==> config.mk <==
export PLATFORM = sky130hd
export DESIGN_NAME = exc_capture_unit
export DESIGN_NICKNAME = d
export VERILOG_FILES = /design/src/rtl/exc_pkg.sv /design/src/rtl/exc_arbiter.sv /design/src/rtl/exc_vector.sv /design/src/rtl/exc_regs.sv /design/src/rtl/exc_capture_unit.sv
export SDC_FILE = /design/constraint.sdc
export NUM_CORES = 1
export LEC_CHECK = 0
export BUFFER_PORTS_ARGS = -buffer_cell sky130_fd_sc_hd__buf_2
export CAP_MARGIN = 20
export CORE_ASPECT_RATIO = 1.25
export CORE_MARGIN = 3
export CORE_UTILIZATION = 43
export DETAILED_ROUTE_END_ITERATION = 8
export PLACE_DENSITY = 0.8
export SYNTH_ARGS = -nofsm -noshare
export SYNTH_HDL_FRONTEND = slang
export SYNTH_HIERARCHICAL = 1
export SYNTH_SLANG_ARGS = --single-unit
==> constraint.sdc <==
create_clock -name clk -period 3 [get_ports clk]
set_clock_uncertainty 0.15 [all_clocks]
set_input_delay 0.45 -clock clk [delete_from_list [all_inputs] [get_ports clk]]
set_output_delay 0.45 -clock clk [all_outputs]
set_load 0.03 [all_outputs]
==> src/rtl/exc_pkg.sv <==
package exc_pkg;
  localparam int OFFS_W = 6;

  typedef enum logic {
    CAUSE_UNDEF = 1'b0,
    CAUSE_OVF   = 1'b1
  } cause_e;

  function automatic logic [OFFS_W-1:0] cause_offset(cause_e c);
    return (c == CAUSE_OVF) ? 6'b101100 : 6'b000000;
  endfunction
endpackage

==> src/rtl/exc_arbiter.sv <==
module exc_arbiter
  import exc_pkg::*;
#(
  parameter int PC_W = 32
) (
  input  logic            clk,
  input  logic            rst_n,
  input  logic            ex_ovf,
  input  logic            id_undef,
  input  logic [PC_W-1:0] ex_pc,
  input  logic [PC_W-1:0] id_pc,
  output logic            take,
  output cause_e          cause,
  output logic [PC_W-1:0] fault_pc,
  output logic            flush_if,
  output logic            flush_id,
  output logic            flush_ex,
  output logic            kill_wr
);
  // Execute holds the older instruction, so its fault is served first.
  always_comb begin
    take     = ex_ovf | id_undef;
    cause    = ex_ovf ? CAUSE_OVF : CAUSE_UNDEF;
    fault_pc = ex_ovf ? ex_pc : id_pc;
    flush_if = take;
    flush_id = take;
    flush_ex = ex_ovf;
    kill_wr  = ex_ovf;
  end

  // execute fault wins over a decode fault in the same cycle
  a_r4_ex_priority: assert property (@(posedge clk) disable iff (!rst_n)
    (ex_ovf && id_undef) |-> (fault_pc == ex_pc && cause == CAUSE_OVF));
  // a decode fault leaves the older execute instruction alone
  a_r3_ex_untouched: assert property (@(posedge clk) disable iff (!rst_n)
    (id_undef && !ex_ovf) |-> (!flush_ex && !kill_wr && flush_id));
  // quiet pipeline means no flush
  a_r7_quiet: assert property (@(posedge clk) disable iff (!rst_n)
    (!ex_ovf && !id_undef) |-> !(take || flush_if || flush_id || flush_ex || kill_wr));
endmodule

==> src/rtl/exc_vector.sv <==
module exc_vector
  import exc_pkg::*;
#(
  parameter int PC_W = 32
) (
  input  logic [PC_W-1:0] vec_base,
  input  cause_e          cause,
  output logic [PC_W-1:0] handler_pc
);
  localparam int PAD_W = PC_W - OFFS_W;

  logic [PC_W-1:0] offs_ext;

  always_comb begin
    offs_ext   = {{PAD_W{1'b0}}, cause_offset(cause)};
    handler_pc = vec_base + offs_ext;
  end
endmodule

==> src/rtl/exc_regs.sv <==
module exc_regs
  import exc_pkg::*;
#(
  parameter int PC_W = 32
) (
  input  logic            clk,
  input  logic            rst_n,
  input  logic            take,
  input  cause_e          cause,
  input  logic [PC_W-1:0] fault_pc,
  output logic [PC_W-1:0] elr,
  output logic            esr
);
  always_ff @(posedge clk or negedge rst_n) begin
    if (!rst_n) begin
      elr <= '0;
      esr <= 1'b0;
    end else if (take) begin
      elr <= fault_pc;
      esr <= cause;
    end
  end

  // registers hold when nothing is taken
  a_r6_hold: assert property (@(posedge clk) disable iff (!rst_n)
    !take |=> ($stable(elr) && $stable(esr)));
  // capture of the faulting PC one edge later
  a_r5_capture: assert property (@(posedge clk) disable iff (!rst_n)
    take |=> (elr == $past(fault_pc) && esr == $past(cause)));
endmodule

==> src/rtl/exc_capture_unit.sv <==
module exc_capture_unit
  import exc_pkg::*;
#(
  parameter int PC_W = 32
) (
  input  logic            clk,
  input  logic            rst_n,
  input  logic [PC_W-1:0] id_pc,
  input  logic            id_undef,
  input  logic [PC_W-1:0] ex_pc,
  input  logic            ex_ovf,
  input  logic [PC_W-1:0] vec_base,
  output logic            take,
  output logic [PC_W-1:0] redirect_pc,
  output logic            flush_if,
  output logic            flush_id,
  output logic            flush_ex,
  output logic            kill_ex_wr,
  output logic [PC_W-1:0] elr,
  output logic            esr
);
  cause_e          sel_cause;
  logic [PC_W-1:0] sel_pc;

  exc_arbiter #(.PC_W(PC_W)) u_arb (
    .clk(clk), .rst_n(rst_n),
    .ex_ovf(ex_ovf), .id_undef(id_undef),
    .ex_pc(ex_pc), .id_pc(id_pc),
    .take(take), .cause(sel_cause), .fault_pc(sel_pc),
    .flush_if(flush_if), .flush_id(flush_id), .flush_ex(flush_ex),
    .kill_wr(kill_ex_wr)
  );

  exc_vector #(.PC_W(PC_W)) u_vec (
    .vec_base(vec_base), .cause(sel_cause), .handler_pc(redirect_pc)
  );

  exc_regs #(.PC_W(PC_W)) u_regs (
    .clk(clk), .rst_n(rst_n),
    .take(take), .cause(sel_cause), .fault_pc(sel_pc),
    .elr(elr), .esr(esr)
  );

  // overflow redirects 44 bytes past the base and kills the write
  a_r2_ovf_vector: assert property (@(posedge clk) disable iff (!rst_n)
    ex_ovf |-> ((redirect_pc - vec_base) == PC_W'(44) && kill_ex_wr && flush_ex));
  // decode fault redirects to the base itself
  a_r3_undef_vector: assert property (@(posedge clk) disable iff (!rst_n)
    (id_undef && !ex_ovf) |-> (redirect_pc == vec_base));
endmodule

# ---- Word level (Yosys, flattened, before mapping)
# Cells that the tools add are included.
dict set report classes {
  add_sub_neg 1
  muxes 3
  n_bitwise 1
}
# op n
set ops {}
lappend ops {{$add A32 B6 Y32} 1}
lappend ops {{$mux W32} 1}
lappend ops {{$mux W6} 1}
lappend ops {{$mux W1} 1}
lappend ops {{$or A1 B1 Y1} 1}
dict set report totals {
  regBits 33
  input_bits 100
  output_inout_bits 70
  wordCells 7
}

# ---- Depth between registers and ports, before layout
# Gate-level depths: netlist of the first run.
dict set report depth {
  ltp_word 3
  depth_mapped 7
  ltp_nobuf 6
}

# ---- Modules after synthesis
# The synthesis of the first run kept the hierarchy.
# module n_inst cells_each area_each_um2 seq_area_each_um2
set by_module_without_submodules {}
lappend by_module_without_submodules {exc_regs 1 70 1381.3 825.8}
lappend by_module_without_submodules {exc_vector 1 87 671.9 0.0}
lappend by_module_without_submodules {exc_arbiter 1 42 584.3 0.0}

# ---- Worst setup path before layout of the first run
# OpenSTA, ideal clock, no wires.
dict set report synth_timing {
  path_kind {in2out}
  start {input ex_ovf}
  end {output redirect_pc[10]}
  arrival_time_ns 2.182
  required_time_ns 2.400
  path_slack_ns 0.218
  path_stages 6
  n_path_buf 1
  cell_sequence {buf_4 -> ha_1 -> fa_1 -> a31oi_2 -> nor2_2 -> xor2_1}
}
dict set report synth_via {
  elab_chain_len 3
}
# element line_no
set synth_rtl {}
lappend synth_rtl {{from (decl)} exc_capture_unit.sv:11} ;# input logic ex_ovf,
lappend synth_rtl {{$mux W1} exc_arbiter.sv:23} ;# cause = ex_ovf ? CAUSE_OVF : CAUSE_UNDEF;
lappend synth_rtl {{$mux W6} exc_pkg.sv:10} ;# return (c == CAUSE_OVF) ? 6'b101100 : 6'b000000;
lappend synth_rtl {{$add A32 B6 Y32} exc_vector.sv:16} ;# handler_pc = vec_base + offs_ext;
lappend synth_rtl {{to (decl)} exc_capture_unit.sv:14} ;# output logic [PC_W-1:0] redirect_pc,
# Every way passes these cells.

# ---- Final worst setup path of the first run
dict set report layout_timing {
  start {input ex_ovf}
  end {output redirect_pc[26]}
}
# Same word-level chain as after synthesis.

==> results.cfg, run 1 <==
[timing]
whs_ns = 0.0626
max_freq_mhz = 358
worst_pin_slew_ns = 0.702
grt_setup_unrepaired = no
slew-limit-headroom_pct = 53.2
setup-violations-final = 0
finalHoldViolations = 0
final.period_utilization_pct = 93.0
timing.final.crit_period_ns = 2.79
finalSetupTns_ns = 0
maxSlewViolCount = 0

[layout]
nNetsFinal = 461
area_growth_pct = 32.3
drive_gt1_share_pct = 69.6
final_cells = 440
fin_util_pct = 59.6
fill_cells = 456
antenna_cells = 0

[worst_hold_path]
hold_path_class = input port to asynchronous set/reset pin

[yosys]
yosysUniqueCellTypes = 30
synth-warning-count = 6
ys_seq_area_share_pct = 31.3
avgSynthCellArea_um2 = 13.3
yosys.area.top_type = mux2_4
synth_area_um2 = 2640
ys_seq_elements = 33
synth_top_area_share_pct = 33.6
postSynthNetCount = 303
yosys-top-cells-area = mux2_4 (34%), dfrtp_1 (31%), xnor2_1 (7.3%)
synth_cells = 199

[global_routing]
grt_pass1_vias = 2095
grt_max_degree = 37
overflow = 0
antenna_found_initial = 0
grt_pass1_wl_mm = 10.2
track_usage_pct = 17.6

[place]
post-place-cells = 432
numPortBuffers = 165
hpwl_mm = 5.19
gp_congestion = 0.785

[power_and_ir_drop]
p_leak_nw = 1.85
power.density_nw_per_um2 = 401
ir_drop_uv = 174
p_total_w = 0.00140

[worst_setup_path]
critical_path.most_common_cell = buf_2
start_kind = input port
critPathTopFamily = adder cells
max_stage_delay_ns = 0.45
path_max_fanout = 7
crit_chain = buf_2 > ha_1 > fa_1 > a31oi_4 > nor2_2 > nand4_1 > xnor2_1 > buf_2
crit_buf_inv = 2
cp_data_arrival_time_ns = 2.19
critPathKind = input port to primary output
cp_slowest_cell = fa_1
crit_path_end_kind = primary output
critPathRequiredTime_ns = 2.40

[drt]
first_iter_violations = 75
routed_wl_mm = 6.45
vias_per_cell = 4.86
vias = 2138
post_drt_wl_per_cell_um = 14.6
ant_nets = 0
drc = 0
dr.pass1.iters = 4

[cts]
cts_made_buffers = 5
cts_max_level = 2
cts_setup_buffers = 0
cts.reportedPaths.clkPinSlew_ns = 0.07
cts_sinks = 33
cts.path.max_buffers = 2
tritoncts = built
cts_root_buf = clkbuf_8
insertion_delay_ns = 0.28

[die]
core_um2 = 5860
rows = 31
start_util_pct = 45.0
dieArea_um2 = 7120
io-pin-count = 170
die_h_um = 93.6
fp.dieW_um = 76.1

[job]
max-cap-violations = 0

[run_status]
outcome = finished, final reports clean
## logic make-up (layout without fill, tap and decap cells)
group,after synthesis,count (layout),share of synthesized area [%]
mux,65,65,36.1
simple gates,47,47,11.8
flops,33,33,31.3
xor+xnor,28,28,9.30
buf+inv,17,176,7.83
compound gates,5,5,1.47
fa+ha+maj,4,4,2.18
## cell usage in the layout, fill, tap and decap left out, types with 5 or more instances in the layout
master and instances:
mux2_4 59, nand2_1 9, xnor2_1 22, nand4_1 10, dfrtp_1 33, mux2_2 6
clkbuf_8 5, buf_2 165, nand3_1 9, xor2_1 6
## what timing repair did
action                                  CTS  global route
endpoints found under the hold margin     0             0
endpoints found under the setup margin    0             3
gates resized for setup                   0             1
hold buffers                              0             0
## path summary, 6_finish.rpt
kind                           startpoint  cells past startpoint  slack (ns)         endpoint
min in group clk           u_regs/elr[24]                      1        0.35   u_regs/elr[24]
hold reg to reg            u_regs/elr[24]                      1        0.35   u_regs/elr[24]
setup / recovery                   ex_ovf                      8        0.21  redirect_pc[26]
setup reg to reg            u_regs/elr[9]                      1        2.08    u_regs/elr[9]
max in group asynchronous           rst_n                      1        2.17   u_regs/elr[21]
hold / removal                      rst_n                      1        0.06   u_regs/elr[15]
## flip-flops by register name, summed over array words and instances, names as in the netlist
name        flops
u_regs/elr     32
u_regs/esr      1
## layer usage
layer	vias to the layer above	wire (um)	global-route usage [%]
met5	-	0	0
met4	0	78	5.14
met3	8	615	5.97
met2	110	3310	31.4
met1	996	2440	20.0
li1	1024	-	-
## through the flow
stage	worst slack (ns)	cell area (um^2)
4_1_cts	0.116	3480
2_1_floorplan	0.218	2640
3_3_place_gp	0.172	3390
6_report	0.209	3490
5_1_grt	0.0696	3490
3_5_place_dp	0.126	3390
## Yosys cell counts
| cell type | instances |
|---|---|
| buf_4 | 8 |
| fa_1 | 1 |
| mux2_4 | 59 |
| buf_12 | 6 |
| nor4_2 | 1 |
| a21oi_1 | 1 |
| a31oi_2 | 1 |
| buf_6 | 2 |
| nor2b_1 | 1 |
| dfrtp_1 | 33 |
| nand4_2 | 2 |
| clkbuf_1 | 1 |
| and3_1 | 3 |
| ha_1 | 3 |
| nand2_1 | 9 |
| nor2_2 | 1 |
| a21o_1 | 1 |
| and2_1 | 2 |
| and4_1 | 2 |
| nor2_1 | 3 |
| nor4bb_1 | 1 |
| or2_1 | 1 |
| xnor2_1 | 22 |
| xor2_1 | 6 |
| nor4_4 | 2 |
| mux2_2 | 6 |
| nand3_1 | 9 |
| a31oi_1 | 1 |
| a211oi_1 | 1 |
| nand4_1 | 10 |
## cell type report
type                       count  area [um^2]  share of cell area, %
clock inverter                 3         17.5                  0.502
multi-input combinational    149         1610                   46.3
clock buffer                   5         68.8                   1.97
timing repair buffer         168          861                   24.7
sequential                    33          826                   23.7
tap                           82          103                   2.94
## power breakdown
part           internal (W)  total [W]  switching [W]
clock              0.000160   0.000314       0.000154
sequential         0.000493   0.000517      0.0000231
combinational      0.000247   0.000571       0.000324
total              0.000900    0.00140       0.000501
No activity file was read; power rests on OpenSTA's default activity.
==> run 2, diff against run 1 <==
- ABC_AREA: default -> 1
- CORE_UTILIZATION: 43 -> 44
- PLACE_DENSITY: 0.8 -> 0.81
==> results.cfg, run 2 <==
[yosys]
yosys-top-cells-area = nand2_1 (36%), dfrtp_1 (30%), nor2_1 (4.5%)
synth_area_um2 = 2770
synth_cells = 447
yosysUniqueCellTypes = 23
synth_top_area_share_pct = 36.1
post-synth-top-count-cell = nand2_1
synthArstFlopShare_pct = 100
yosys.area.top_type = nand2_1
ys_seq_elements = 33
synth_common_cells = nand2_1 (266), dfrtp_1 (33), nor2_1 (33)
postSynthNetCount = 551
synth_edf_count = 0
ys_seq_area_share_pct = 29.9
avgSynthCellArea_um2 = 6.19
ys.flop_type = dfrtp_1
synth-warning-count = 6

[drt]
routed_wl_mm = 8.24
ant_nets = 0
drc = 0
first_iter_violations = 101
vias = 3257
dr.pass1.iters = 4
post_drt_wl_per_cell_um = 12.1
vias_per_cell = 4.77

[timing]
finalHoldViolations = 0
worst_pin_slew_ns = 0.705
setup-violations-final = 0
finalSetupTns_ns = 0
maxSlewViolCount = 0
final.period_utilization_pct = 86.6
setup_ws_ns = 0.403
timing.final.crit_period_ns = 2.60
whs_ns = 0.0635
max_freq_mhz = 385
slew-limit-headroom_pct = 53.0
grt_setup_unrepaired = no

[cts]
cts_sinks = 33
cts_max_level = 2
cts_setup_buffers = 0
cts-resized-gates = 0
insertion_delay_ns = 0.28
holdBufCountCts = 0
cts.reportedPaths.clkPinSlew_ns = 0.07
cts_root_buf = clkbuf_8
cts.path.max_buffers = 2
tritoncts = built
cts_made_buffers = 5

[layout]
final_cell_mix = nand2_1 (266), buf_2 (165), dfrtp_1 (33), nor2_1 (33), inv_1 (20)
nNetsFinal = 704
regMostFlops = u_regs/elr
area_growth_pct = 31.4
reg.largest.list = u_regs/elr: 32 flops, u_regs/esr: 1 flops
drive_gt1_share_pct = 33.4
fill_cells = 618
antenna_cells = 0
largest_reg_flops = 32
final_common_cell = nand2_1

[die]
fp.dieW_um = 76.9
die_h_um = 94.6
rows = 31
start_util_pct = 46.6
core_um2 = 5930
io-pin-count = 170
dieArea_um2 = 7280

[worst_setup_path]
r2r_cells = 2
cp_data_arrival_time_ns = 2.00
start_kind = input port
critPathRequiredTime_ns = 2.40
crit_path_end_kind = primary output
path_max_fanout = 5
critPathKind = input port to primary output

[power_and_ir_drop]
ir_drop_uv = 199
p_total_w = 0.00146
p_leak_nw = 2.22
power.density_nw_per_um2 = 401

[worst_hold_path]
hold_path_class = input port to asynchronous set/reset pin

[global_routing]
grt_pass1_wl_mm = 13.2
overflow = 0
grt_pass1_vias = 3076
track_usage_pct = 22.3
grt_max_degree = 38
antenna_found_initial = 0

[job]
max-cap-violations = 0

[place]
gp_congestion = 0.900
numPortBuffers = 165
dp_slack_ns = 0.417
hpwl_mm = 6.66

[run_status]
outcome = finished, final reports clean
[run 2: cell types whose count changed in the layout (fill, tap and decap cells not counted), moves of 5 or more]
cell,before,now
nand2_1,9,266
mux2_4,59,0
nor2_1,3,33
inv_1,0,20
nand2_2,0,16
xnor2_1,22,6
nand3b_1,0,8
mux2_2,6,0
nand4_1,10,5
[run 2: per-stage QoR]
stage               cells  area, um^2  utilization [%]
floorplan             447        2770                -
global placement      675        3520             59.3
detailed placement    675        3520             59.3
CTS                   683        3630             61.2
global route          683        3630             61.2
finish                683        3630             61.2
[run 2: area by class of cell]
| type | count | area (um^2) | share of cell area (%) |
|---|---|---|---|
| clock inverters | 1 | 30.0 | 0.826 |
| inverters | 22 | 92.6 | 2.55 |
| multi-input cells | 371 | 1660 | 45.6 |
| clock buffers | 7 | 86.3 | 2.38 |
| flip-flops and latches | 33 | 826 | 22.7 |
| well taps | 82 | 103 | 2.82 |
| repair buffers | 167 | 841 | 23.1 |
[run 2: kinds of logic after synthesis]
family / Yosys count / synth area share (%)
flops: 33 / 29.9
simple gates: 350 / 52.5
fa+ha+maj: 4 / 2.08
buf+inv: 43 / 10.3
compound gates: 1 / 0.181
xor+xnor: 16 / 5.07
[run 2: where the power goes]
| group | switching (W) | internal, W | leakage [nW] |
|---|---|---|---|
| Clock | 0.000153 | 0.000271 | 0.0585 |
| Sequential | 0.0000244 | 0.000490 | 0.402 |
| Combinational | 0.000354 | 0.000163 | 1.76 |
| Total | 0.000532 | 0.000924 | 2.22 |
[run 2: worst paths after layout]
| path | startpoint | end | slack (ns) |
|---|---|---|---|
| min in group clk | id_pc[2] | u_regs/elr[2] | 0.31 |
| worst max-delay path | ex_ovf | redirect_pc[26] | 0.40 |
| worst min-delay path | rst_n | u_regs/elr[27] | 0.06 |
| worst min register to register | u_regs/elr[30] | u_regs/elr[30] | 0.32 |
| worst max register to register | u_regs/elr[24] | u_regs/elr[24] | 2.19 |
| max in group asynchronous | rst_n | u_regs/elr[13] | 2.18 |
[run 2: metal layers]
layer / wire length (um) / track usage [%] / vias to the layer above
li1: - / - / 1655
met1: 3010 / 22.7 / 1423
met2: 4280 / 43.5 / 160
met3: 704 / 4.48 / 19
met4: 244 / 10.3 / 0
met5: 0 / 0 / -
[run 2: critical path: stages]
cell and delay, ns:
buf_2 0.14, ha_1 0.23, fa_1 0.41, nand3_1 0.11, nand2_2 0.10, nand2_1 0.14
inv_1 0.07, nand2_1 0.07, nand2_1 0.05, nand2_1 0.04, buf_2 0.18
==> run 3, diff against run 2 <==
- CORE_UTILIZATION: 44 -> 45
- CTS_BUF_LIST: default -> sky130_fd_sc_hd__clkbuf_8
- PLACE_DENSITY: 0.81 -> 0.82
- RECOVER_POWER: default -> 50
==> results.cfg, run 3 (same netlist as run 2, synthesis figures left out) <==
[place]
gp_congestion = 0.971
hpwl_mm = 6.51
dp_slack_ns = 0.375
numPortBuffers = 165

[power_and_ir_drop]
pwr-share-comb_pct = 34.8
power.density_nw_per_um2 = 402
swShare_pct = 37.2
switchingPower_w = 0.000539
pwr-share-clk_pct = 29.5
ir_drop_uv = 202
p_leak_nw = 2.12
internal_power_w = 0.000908
seqPwrFrac_pct = 35.7

[die]
io-pin-count = 170
start_util_pct = 47.2
die_h_um = 93.6
core_um2 = 5860
fp.dieW_um = 76.1
rows = 31
dieArea_um2 = 7130

[layout]
antenna_cells = 0
final_cell_mix = nand2_1 (266), buf_2 (131), clkbuf_1 (34)
fin_util_pct = 61.4
largest_reg_flops = 32
area_growth_pct = 30.1
regMostFlops = u_regs/elr
reg.largest.list = u_regs/elr: 32 flops, u_regs/esr: 1 flops
drive_gt1_share_pct = 27.9
final_common_cell = nand2_1
nNetsFinal = 705

[drt]
first_iter_violations = 111
drc = 0
vias_per_cell = 4.77
ant_nets = 0
routed_wl_mm = 8.14
dr.pass1.iters = 4
post_drt_wl_per_cell_um = 11.9
vias = 3265

[timing]
worst_pin_slew_ns = 1.72
finalHoldViolations = 0
slew-limit-headroom_pct = -14.7
whs_ns = 0.303
maxSlewViolCount = 34
timing.final.crit_period_ns = 2.62
final.period_utilization_pct = 87.5
setup-violations-final = 0
grt_setup_unrepaired = no
finalSetupTns_ns = 0
max_freq_mhz = 381
setup_ws_ns = 0.376

[run_status]
outcome = complete, but fails checks
violations = capacitance limit, slew limit

[worst_setup_path]
cp_data_arrival_time_ns = 2.02
path_max_fanout = 10
crit_path_end_kind = primary output
critPathRequiredTime_ns = 2.40
start_kind = input port
critPathKind = input port to primary output

[cts]
holdBufCountCts = 0
insertion_delay_ns = 0.28
tritoncts = built
cts_root_buf = clkbuf_8
cts.path.max_buffers = 2
cts.reportedPaths.clkPinSlew_ns = 0.07
cts_sinks = 33
cts-resized-gates = 0
cts_setup_buffers = 0
cts_max_level = 2
cts_made_buffers = 5

[global_routing]
track_usage_pct = 23.1
grt_max_degree = 35
overflow = 0
grt_pass1_vias = 3133
antenna_found_initial = 0
grt_pass1_wl_mm = 13.4

[worst_hold_path]
hold_path_class = input port to flop

[job]
max-cap-violations = 1
## run 3: cell types whose count changed in the layout (fill, tap and decap cells not counted)
| cell | delta |
|---|---|
| buf_2 | -34 |
| clkbuf_1 | +33 |
| buf_4 | +1 |
| inv_1 | +1 |
## run 3: routing by layer
layer	vias to the layer above	track usage (%)	share of wire [%]
met4	0	10.6	3.2
met2	149	43.6	51
li1	1661	-	-
met5	-	0	0
met3	21	5.59	8.4
met1	1434	24.0	38
## run 3: path summary, 6_finish.rpt
check | cells after the start | to | slack, ns | start
max | 10 | redirect_pc[17] | 0.38 | ex_ovf
min reg2reg | 2 | u_regs/esr | 0.32 | u_regs/esr
max reg2reg | 2 | u_regs/elr[10] | 2.22 | u_regs/elr[10]
min in group asynchronous | 1 | u_regs/elr[21] | 0.45 | rst_n
min | 5 | u_regs/elr[21] | 0.30 | id_pc[21]
max in group asynchronous | 1 | u_regs/elr[4] | 1.24 | rst_n
## run 3: power groups by stage
stage	sequential, W	combinational (W)	clock, W
final	0.000517	0.000504	0.000427
after CTS	0.000515	0.000521	0.000439
after global routing	0.000521	0.000554	0.000455
after floorplan	0.000615	0.000252	0
after detailed placement	0.000523	0.000518	0
after global placement	0.000520	0.000513	0
## run 3: through the flow
step           std cells  cell area [um^2]  total power [W]
2_1_floorplan        447              2770         0.000867
3_3_place_gp         676              3520          0.00103
3_5_place_dp         676              3520          0.00104
4_1_cts              684              3640          0.00147
5_1_grt              684              3600          0.00153
6_report             684              3600          0.00145
## run 3: cell type report
class,instances,area [um^2]
clock inverters,2,33.8
multi-input cells,371,1660
well taps,82,103
flip-flops and latches,33,826
repair buffers,168,806
inverters,22,92.6
fillers,602,2260
clock buffers,6,82.6
## run 3: worst max-delay path, stage by stage
cell and delay, ns:
buf_2 0.14, buf_4 0.19, ha_1 0.33, nand2_1 0.12, nor2_2 0.16, nand2_1 0.08, nand2_2 0.12, nand2_1 0.08
xnor2_1 0.13, buf_2 0.22
